## src/rtl/adc_seq_pkg.sv

```systemverilog
package adc_seq_pkg;

  typedef enum logic [2:0] {
    ST_STOPPED,
    ST_STANDBY,
    ST_TRIG_WAIT,
    ST_STABILIZE,
    ST_CONVERT,
    ST_DONE
  } seq_state_e;

  typedef enum logic [1:0] {
    TM_SW,
    TM_NOWAIT,
    TM_WAIT
  } trig_mode_e;

  typedef enum logic [1:0] {
    CS_ONESHOT,
    CS_SEQ,
    CS_SCAN
  } conv_style_e;

  function automatic trig_mode_e decode_mode(input logic [1:0] sel);
    if (sel[1])               return TM_WAIT;
    else if (sel[0])          return TM_NOWAIT;
    else                      return TM_SW;
  endfunction

  function automatic conv_style_e decode_style(input logic [1:0] sel);
    if (sel[1])               return CS_SCAN;
    else if (sel[0])          return CS_SEQ;
    else                      return CS_ONESHOT;
  endfunction

endpackage

```

## src/rtl/adc_trig_sync.sv

```systemverilog
module adc_trig_sync #(
  parameter int SYNC_STAGES = 2
) (
  input  logic clk,
  input  logic rst_n,
  input  logic trig_i,
  output logic rise_o
);

  logic [SYNC_STAGES:0] shift_q;
  logic [SYNC_STAGES:0] shift_d;

  always_comb begin
    shift_d = {shift_q[SYNC_STAGES-1:0], trig_i};
  end

  always_ff @(posedge clk or negedge rst_n) begin
    if (!rst_n) shift_q <= '0;
    else        shift_q <= shift_d;
  end

  assign rise_o = shift_q[SYNC_STAGES-1] & ~shift_q[SYNC_STAGES];

endmodule

```

## src/rtl/adc_stab_timer.sv

```systemverilog
module adc_stab_timer #(
  parameter int CNT_W = 5
) (
  input  logic             clk,
  input  logic             rst_n,
  input  logic             load_i,
  input  logic [CNT_W-1:0] load_val_i,
  input  logic             run_i,
  output logic             zero_o
);

  logic [CNT_W-1:0] cnt_q;
  logic [CNT_W-1:0] cnt_d;
  logic             cnt_en;

  always_comb begin
    cnt_en = load_i | (run_i & (cnt_q != '0));
    cnt_d  = load_i ? load_val_i : cnt_q - 1'b1;
  end

  always_ff @(posedge clk or negedge rst_n) begin
    if (!rst_n)      cnt_q <= '0;
    else if (cnt_en) cnt_q <= cnt_d;
  end

  assign zero_o = (cnt_q == '0);

endmodule

```

## src/rtl/adc_seq_fsm.sv

```systemverilog
module adc_seq_fsm
  import adc_seq_pkg::*;
#(
  parameter int NUM_SLOTS = 4,
  parameter int SLOT_W    = 2
) (
  input  logic              clk,
  input  logic              rst_n,
  input  logic              comp_en_i,
  input  logic              start_q_i,
  input  logic              start_clr_i,
  input  trig_mode_e        mode_i,
  input  conv_style_e       style_i,
  input  logic              trig_rise_i,
  input  logic              core_done_i,
  input  logic              stab_zero_i,
  output logic              stab_load_o,
  output logic              stab_run_o,
  output logic              trig_take_o,
  output logic              grp_end_o,
  output logic              conv_req_o,
  output logic              conv_cmpl_o,
  output logic [SLOT_W-1:0] slot_o
);

  localparam logic [SLOT_W-1:0] SLOT_LAST = SLOT_W'(NUM_SLOTS - 1);

  seq_state_e        state_q, state_d;
  logic [SLOT_W-1:0] slot_q, slot_d;
  logic              warm_q, warm_d;
  logic              last_slot;

  assign last_slot = (slot_q == SLOT_LAST);

  always_comb begin
    grp_end_o   = (state_q == ST_DONE) &&
                  ((style_i == CS_ONESHOT) || ((style_i == CS_SCAN) && last_slot));
    trig_take_o = comp_en_i && !start_clr_i && (state_q == ST_STANDBY) &&
                  (mode_i == TM_WAIT) && trig_rise_i;
  end

  always_comb begin
    state_d = state_q;
    slot_d  = slot_q;
    warm_d  = comp_en_i ? warm_q : 1'b0;
    if (!comp_en_i) begin
      state_d = ST_STOPPED;
      slot_d  = '0;
    end else if (start_clr_i) begin
      state_d = ST_STANDBY;
      slot_d  = '0;
    end else begin
      case (state_q)
        ST_STOPPED: state_d = ST_STANDBY;
        ST_STANDBY: begin
          if (mode_i == TM_WAIT) begin
            if (trig_rise_i) state_d = ST_STABILIZE;
          end else if (start_q_i) begin
            if (mode_i == TM_SW) state_d = warm_q ? ST_CONVERT : ST_STABILIZE;
            else                 state_d = ST_TRIG_WAIT;
          end
        end
        ST_TRIG_WAIT: begin
          if (trig_rise_i) state_d = warm_q ? ST_CONVERT : ST_STABILIZE;
        end
        ST_STABILIZE: begin
          if (stab_zero_i) begin
            state_d = ST_CONVERT;
            warm_d  = 1'b1;
          end
        end
        ST_CONVERT: begin
          if (core_done_i) state_d = ST_DONE;
        end
        ST_DONE: begin
          if (style_i == CS_SCAN) slot_d = last_slot ? '0 : slot_q + 1'b1;
          if (!grp_end_o)              state_d = ST_CONVERT;
          else if (mode_i == TM_NOWAIT) state_d = ST_TRIG_WAIT;
          else                         state_d = ST_STANDBY;
        end
        default: state_d = ST_STANDBY;
      endcase
    end
  end

  always_ff @(posedge clk or negedge rst_n) begin
    if (!rst_n) begin
      state_q <= ST_STOPPED;
      slot_q  <= '0;
      warm_q  <= 1'b0;
    end else begin
      state_q <= state_d;
      slot_q  <= slot_d;
      warm_q  <= warm_d;
    end
  end

  assign stab_load_o = (state_d == ST_STABILIZE) && (state_q != ST_STABILIZE);
  assign stab_run_o  = (state_q == ST_STABILIZE);
  assign conv_req_o  = (state_q == ST_CONVERT);
  assign conv_cmpl_o = (state_q == ST_DONE);
  assign slot_o      = slot_q;

endmodule

```

## src/rtl/adc_trig_seq.sv

```systemverilog
module adc_trig_seq
  import adc_seq_pkg::*;
#(
  parameter int STAB_FAST_CYC = 4,
  parameter int STAB_SLOW_CYC = 16,
  parameter int NUM_SLOTS     = 4,
  parameter int SYNC_STAGES   = 2
) (
  input  logic       clk,
  input  logic       rst_n,
  input  logic       en_wr_i,
  input  logic       en_wdata_i,
  input  logic       start_set_i,
  input  logic       start_clr_i,
  input  logic [1:0] mode_sel_i,
  input  logic [1:0] style_sel_i,
  input  logic       chan_fast_i,
  input  logic       hw_trig_i,
  input  logic       core_done_i,
  output logic       comp_en_o,
  output logic       start_o,
  output logic       conv_req_o,
  output logic       conv_cmpl_o,
  output logic [1:0] slot_o
);

  localparam int STAB_MAX = (STAB_SLOW_CYC > STAB_FAST_CYC) ? STAB_SLOW_CYC : STAB_FAST_CYC;
  localparam int CNT_W    = $clog2(STAB_MAX + 1);
  localparam int SLOT_W   = (NUM_SLOTS > 1) ? $clog2(NUM_SLOTS) : 1;

  trig_mode_e  mode;
  conv_style_e style;
  logic        comp_en_q, comp_en_d, comp_en_we;
  logic        start_q, start_d;
  logic        trig_rise, trig_take, grp_end;
  logic        stab_load, stab_run, stab_zero;
  logic [CNT_W-1:0]  stab_len;
  logic [SLOT_W-1:0] slot;

  assign mode  = decode_mode(mode_sel_i);
  assign style = decode_style(style_sel_i);

  always_comb begin
    comp_en_we = en_wr_i && !start_q;
    comp_en_d  = en_wdata_i;
  end

  always_comb begin
    start_d = start_q;
    if (start_clr_i)                                       start_d = 1'b0;
    else if (trig_take)                                    start_d = 1'b1;
    else if (start_set_i && comp_en_q && mode != TM_WAIT)  start_d = 1'b1;
    else if (grp_end && mode != TM_NOWAIT)                 start_d = 1'b0;
  end

  always_ff @(posedge clk or negedge rst_n) begin
    if (!rst_n) begin
      comp_en_q <= 1'b0;
      start_q   <= 1'b0;
    end else begin
      if (comp_en_we) comp_en_q <= comp_en_d;
      start_q <= start_d;
    end
  end

  assign stab_len = chan_fast_i ? CNT_W'(STAB_FAST_CYC - 1) : CNT_W'(STAB_SLOW_CYC - 1);

  adc_trig_sync #(.SYNC_STAGES(SYNC_STAGES)) u_sync (
    .clk    (clk),
    .rst_n  (rst_n),
    .trig_i (hw_trig_i),
    .rise_o (trig_rise)
  );

  adc_stab_timer #(.CNT_W(CNT_W)) u_timer (
    .clk        (clk),
    .rst_n      (rst_n),
    .load_i     (stab_load),
    .load_val_i (stab_len),
    .run_i      (stab_run),
    .zero_o     (stab_zero)
  );

  adc_seq_fsm #(.NUM_SLOTS(NUM_SLOTS), .SLOT_W(SLOT_W)) u_fsm (
    .clk         (clk),
    .rst_n       (rst_n),
    .comp_en_i   (comp_en_q),
    .start_q_i   (start_q),
    .start_clr_i (start_clr_i),
    .mode_i      (mode),
    .style_i     (style),
    .trig_rise_i (trig_rise),
    .core_done_i (core_done_i),
    .stab_zero_i (stab_zero),
    .stab_load_o (stab_load),
    .stab_run_o  (stab_run),
    .trig_take_o (trig_take),
    .grp_end_o   (grp_end),
    .conv_req_o  (conv_req_o),
    .conv_cmpl_o (conv_cmpl_o),
    .slot_o      (slot)
  );

  assign comp_en_o = comp_en_q;
  assign start_o   = start_q;
  assign slot_o    = 2'(slot);

endmodule

```

## config.mk

```make
export PLATFORM = sky130hd
export DESIGN_NAME = adc_trig_seq
export DESIGN_NICKNAME = d
export VERILOG_FILES = /design/src/rtl/adc_seq_pkg.sv /design/src/rtl/adc_trig_sync.sv /design/src/rtl/adc_stab_timer.sv /design/src/rtl/adc_seq_fsm.sv /design/src/rtl/adc_trig_seq.sv
export SDC_FILE = /design/constraint.sdc
export NUM_CORES = 1
export LEC_CHECK = 0
export BUFFER_PORTS_ARGS = -buffer_cell sky130_fd_sc_hd__clkbuf_2
export CORE_MARGIN = 8
export CORE_UTILIZATION = 30
export DETAILED_ROUTE_END_ITERATION = 16
export GPL_TIMING_DRIVEN = 1
export PLACE_DENSITY = 0.45
export SYNTH_ARGS = -nofsm -noshare
export SYNTH_HDL_FRONTEND = slang
export SYNTH_SLANG_ARGS = --single-unit
```

## constraint.sdc

```tcl
create_clock -name clk -period 2.4 [get_ports clk]
set_input_delay 0.48 -clock clk [delete_from_list [all_inputs] [get_ports clk]]
set_output_delay 0.48 -clock clk [all_outputs]
set_load 0.02 [all_outputs]
```

# Yosys cells after proc, flatten, opt, wreduce, memory -nomap -nowiden

Index checks and enable logic that the tools add are counted.

Word-level logic and storage cells: 81
Latch bits: 0
Input port bits: 13
Memories: 0
Output and inout bits: 6
Register bits: 16
ROM bits: 0
Bits in writable memories: 0

Mux-type cells: 33
Shift-type cells: 0
Magnitude comparators: 0
Bitwise logic cells: 4
Reduce and logical (&&, ||, !) cells: 20
Equality and inequality tests: 15
Multiply operators: 0
Add/sub/neg operators: 2
Divide/modulo/power cells: 0

Operators with widths:

| operator              | count |
|---|---|
| $mux W3               | 11 |
| $mux W2               | 8 |
| $pmux W3 S5           | 1 |
| $logic_and A1 B1 Y1   | 11 |
| $mux W1               | 11 |
| $eq A3 B2 Y1 const B  | 3 |
| $eq A2 B2 Y1 const B  | 3 |
| $eq A3 B3 Y1 const B  | 2 |
| $ne A3 B2 Y1 const B  | 2 |
| $logic_not A5 Y1      | 1 |
| $mux W5               | 1 |
| $reduce_bool A5 Y1    | 1 |
| $sub A5 B1 Y5 const B | 1 |
| $logic_not A2 Y1      | 2 |
| $mux W4               | 1 |
| $reduce_bool A4 Y1    | 1 |
| $eq A3 B1 Y1 const B  | 1 |
| $ne A3 B3 Y1 const B  | 1 |
| $add A2 B1 Y2 const B | 1 |
| $and A1 B1 Y1         | 2 |
| $eq A2 B1 Y1 const B  | 1 |
| $logic_not A1 Y1      | 2 |
| $ne A2 B1 Y1 const B  | 1 |
| $ne A2 B2 Y1 const B  | 1 |
| other kinds (4)       | 4 |

# Depth between registers and ports, before layout

Depth in word-level cells: 13
Mapped depth: 7

# Cells and area by module

A second synthesis with hierarchy kept.

Cells, all modules: 110
Area, all modules: 1003.5 µm²

Modules (own cells, without submodules):

| module         | times used | sequential area each (µm²) | area an instance (µm²) | cells an instance |
|---|---|---|---|---|
| adc_seq_fsm    | 1          | 150.1                      | 489.2                  | 60 |
| adc_stab_timer | 1          | 125.1                      | 304.0                  | 32 |
| adc_trig_seq   | 1          | 50.0                       | 121.4                  | 14 |
| adc_trig_sync  | 1          | 75.1                       | 88.8                   | 4 |

# Worst setup path before layout

Ideal clock, no wire load.

Kind: register to register
Start: register u_timer.cnt_q[0]
End: register u_timer.cnt_q[2]
Arrival time: 1714 ps
Path slack: 607 ps
Period minus slack after synthesis: 1793 ps
Cell stages (with the launch flop): 8
Buffers on the path: 0
Data required time: 2321 ps
Path through: dfrtp_1 inv_1 ha_1 or4b_4 nand3_2 o211ai_2 o2111ai_4 mux2i_1

Cells in the longest elaborated chain, start to end: 8
Elaborated cells on any way between the ends: 12
Classes of those cells: add/sub (1); eq/ne (1); mux (5); bitwise (2); reduce/logical (3)

RTL lines:

| item                                    | line                                       | RTL |
|---|---|---|
| from (decl)                             | adc_stab_timer.sv:12                       | `logic [CNT_W-1:0] cnt_q;` |
| from (signal assigned)                  | adc_stab_timer.sv:23                       | `else if (cnt_en) cnt_q <= cnt_d;` |
| $logic_not A5 Y1                        | adc_stab_timer.sv:26                       | `assign zero_o = (cnt_q == '0);` |
| $mux W3                                 | adc_seq_fsm.sv:67                          | `if (stab_zero_i) begin` |
| $pmux W3 S5                             | adc_seq_fsm.sv:53                          | `case (state_q)` |
| $mux W3                                 | adc_seq_fsm.sv:49                          | `end else if (start_clr_i) begin` |
| $mux W3                                 | adc_seq_fsm.sv:46                          | `if (!comp_en_i) begin` |
| $eq A3 B2 Y1                            | adc_seq_fsm.sv:98                          | `assign stab_load_o = (state_d == ST_STABILIZE) && (state_q != ST_STABILIZE);` |
| $logic_and A1 B1 Y1                     | adc_seq_fsm.sv:98                          |  |
| $mux W5 or $or A1 B1 Y1 (tied branches) | adc_stab_timer.sv:18, adc_stab_timer.sv:17 |  |

Several ways; a longest one is shown, not always the timed one.
A chain may end at the register's enable or synchronous reset.

# Worst setup path in the final report

Same ends and word-level chain as after synthesis.

==> flow_summary.ini <==
[job]
drv_cap = 0

[sta]
tightest_slew_ns = 0.4251
setup_tns_ns = 0
post-route-period-util_pct = 80.34
min_period_ns = 1.928
drv_slew = 0
setup_ws_ns = 0.4718
fmax_mhz = 518.6
finClkSkew_ns = 0.007828
max_slew_margin_pct = 71.66
finalSetupViolCount = 0
hold_viol = 0
grt_setup_unrepaired = false

[synth]
syn_area_um2 = 1017
synth_edf_count = 0
synth_top_area_cell = dfrtp_1
yosysWarnings = 0
yosys_most_used_dff = dfrtp_1
synthCells = 102
async_flop_share_pct = 100.0
ys_seq_area_share_pct = 39.36
synth_top_cell_area_share_pct = 39.36
syn_avg_cell_area_um2 = 9.973
syn-num-nets = 118
ys_seq_elements = 16
synthDistinctLibCells = 44
synth_area_leaders = dfrtp_1, ha_1, nor2_1

[setup_path]
crit_type = reg2reg
cp_top_family = simple AND/OR/NAND/NOR gates
rr_worst_depth = 7
rr_startpoint = u_timer.cnt_q[0]$_DFFE_PN0P_
r2r_setup_slack_ns = 0.47
crit_slowest_cell = or4b_4
rr_endpoint = u_timer.cnt_q[2]$_DFFE_PN0P_
endpoint_kind = register
worstPathCellList = inv_1, ha_1, or4b_4, nand3_2, o211ai_2, o2111ai_4, mux2i_1
critical_path_buf_inv_count = 1
cp.required_ns = 2.62
cp_slowest_stage_delay_ns = 0.49
cp_max_fo = 6
crit_arrival_ns = 2.15
worstSetupStartpointType = register

[clock_tree]
cts_tree = done
cts_setup_buffers = 0
hold_buffers = 0
cts-htree-levels = 1
clk_latency_ns = 0.30
cts_resized = 0
cts-root-buf = clkbuf_4
cts_buffers = 3
clockBufferDepth = 2
clk_pin_slew_worst_paths_ns = 0.10
cts.sinks = 16

[place]
io_buffers = 18
place.gp.congestion = 0.8163
place_ws_ns = 0.4739
hpwl_um = 1663

[detailed_routing]
via_per_inst = 4.729
drt-initial-drc-count = 36
first_pass_iters = 4
num_vias = 785
antenna_violating_nets_post_route = 0
routed_wl_um = 2096
routedWlPerCell_um = 12.63
drcViolationCount = 0

[power]
ir_drop_mv = 0.3083
comb_power_share_pct = 20.2
p_int_w = 0.0004493
seqPwrFrac_pct = 51.3
sw_frac_of_total_pct = 31.01
p_leak_nw = 0.5274
p_per_area_nw_per_um2 = 554.9
clockPowerShare_pct = 28.5
switchingPower_w = 0.0002019

[cells_and_area]
final_cell_mix = clkbuf_2, dfrtp_1, nor2_1
drive_gt1_share_pct = 27.50
final_common_cell = clkbuf_2
insertedDiodeCount = 0
syn_to_final_growth_pct = 15.38
nNetsFinal = 137

[min_path]
hp-class = in2async

[grt]
grt_pass1_wl_um = 3739
grt_pass1_vias = 814
grt_start_max_net_pins = 17
grt_use_total_pct = 8.952
grt-ovfl-total = 0
antenna_found_initial = 0

[die]
ios = 19
coreArea_um2 = 3284
die_h_um = 74.23
initial_core_util_pct = 30.97
die_w_um = 74.23
dieArea_um2 = 5510
num_rows = 21

[run_status]
status = finished clean
[area by class of cell]
class | count | area [um2]
flip-flops and latches | 16 | 400.4
fillers | 348 | 2111
well taps | 46 | 57.56
clock buffers | 4 | 36.28
inverters | 5 | 21.27
multi-input cells | 77 | 568.0
repair buffers | 18 | 90.09
[flip-flops by register name, indices dropped and copies added (netlist names)]
signal and cells:
u_fsm.slot_o 2, u_fsm.warm_q 1, start_o 1, u_sync.shift_q 3
u_timer.cnt_q 5, comp_en_o 1, u_fsm.state_q 3
[cells by family after synthesis]
logic type	count (synthesis)	share of synthesized area [%]
mux	4	4.059
flops	16	39.36
xor+xnor	5	4.306
buf+inv	9	4.796
fa+ha+maj	3	3.690
compound gates	18	15.50
simple gates	47	28.29
[metrics by stage]
step | total power (W) | cells | cell area, um2 | utilization [%] | hold WS (ns)
after global routing | 0.0007000 | 166 | 1174 | 35.73 | 0.1104
final | 0.0006513 | 166 | 1174 | 35.73 | 0.09741
after detailed placement | 0.0004725 | 162 | 1137 | 34.63 | 0.3413
after CTS | 0.0006633 | 166 | 1174 | 35.73 | 0.1015
after global placement | 0.0004721 | 162 | 1137 | 34.63 | 0.3444
after floorplan | 0.0004353 | 102 | 1017 | - | 0.1844
[how the worst max path moves through the flow]
stage	startpoint	end	slack [ns]	cells after the start
detailed placement	u_timer.cnt_q[0]$_DFFE_PN0P_	u_timer.cnt_q[2]$_DFFE_PN0P_	0.47	7
floorplan	u_timer.cnt_q[0]$_DFFE_PN0P_	u_timer.cnt_q[2]$_DFFE_PN0P_	0.61	7
finish	u_timer.cnt_q[0]$_DFFE_PN0P_	u_timer.cnt_q[2]$_DFFE_PN0P_	0.47	7
global placement	u_timer.cnt_q[0]$_DFFE_PN0P_	u_timer.cnt_q[3]$_DFFE_PN0P_	0.52	7
CTS	u_timer.cnt_q[0]$_DFFE_PN0P_	u_timer.cnt_q[2]$_DFFE_PN0P_	0.46	7
global route	u_timer.cnt_q[0]$_DFFE_PN0P_	u_timer.cnt_q[1]$_DFFE_PN0P_	0.36	7
[metal layers]
| metal | up-vias | wire length, um | track usage, % |
|---|---|---|---|
| met5 | - | 0 | 0 |
| met4 | 0 | 36 | 3.913 |
| met3 | 5 | 97 | 3.504 |
| met1 | 372 | 977 | 10.70 |
| met2 | 14 | 985 | 13.87 |
| li1 | 394 | - | - |
[synthesized netlist by cell type, types with 3 or more instances]
library cell,n
dfrtp_1,16
nor2_1,10
nand2_1,7
inv_1,4
nand2b_1,4
a21oi_1,3
ha_1,3
mux2i_1,3
nand3_1,3
o21ai_0,3
xor2_1,3
[power groups by stage]
stage / registers [W] / logic [W] / clock network, W
final: 0.000334 / 0.000132 / 0.000185
after global routing: 0.000340 / 0.000151 / 0.000209
after CTS: 0.000335 / 0.000134 / 0.000195
after detailed placement: 0.000340 / 0.000132 / 0
after global placement: 0.000340 / 0.000132 / 0
after floorplan: 0.000330 / 0.000105 / 0
Note: power is estimated with default switching activity, not from simulation.
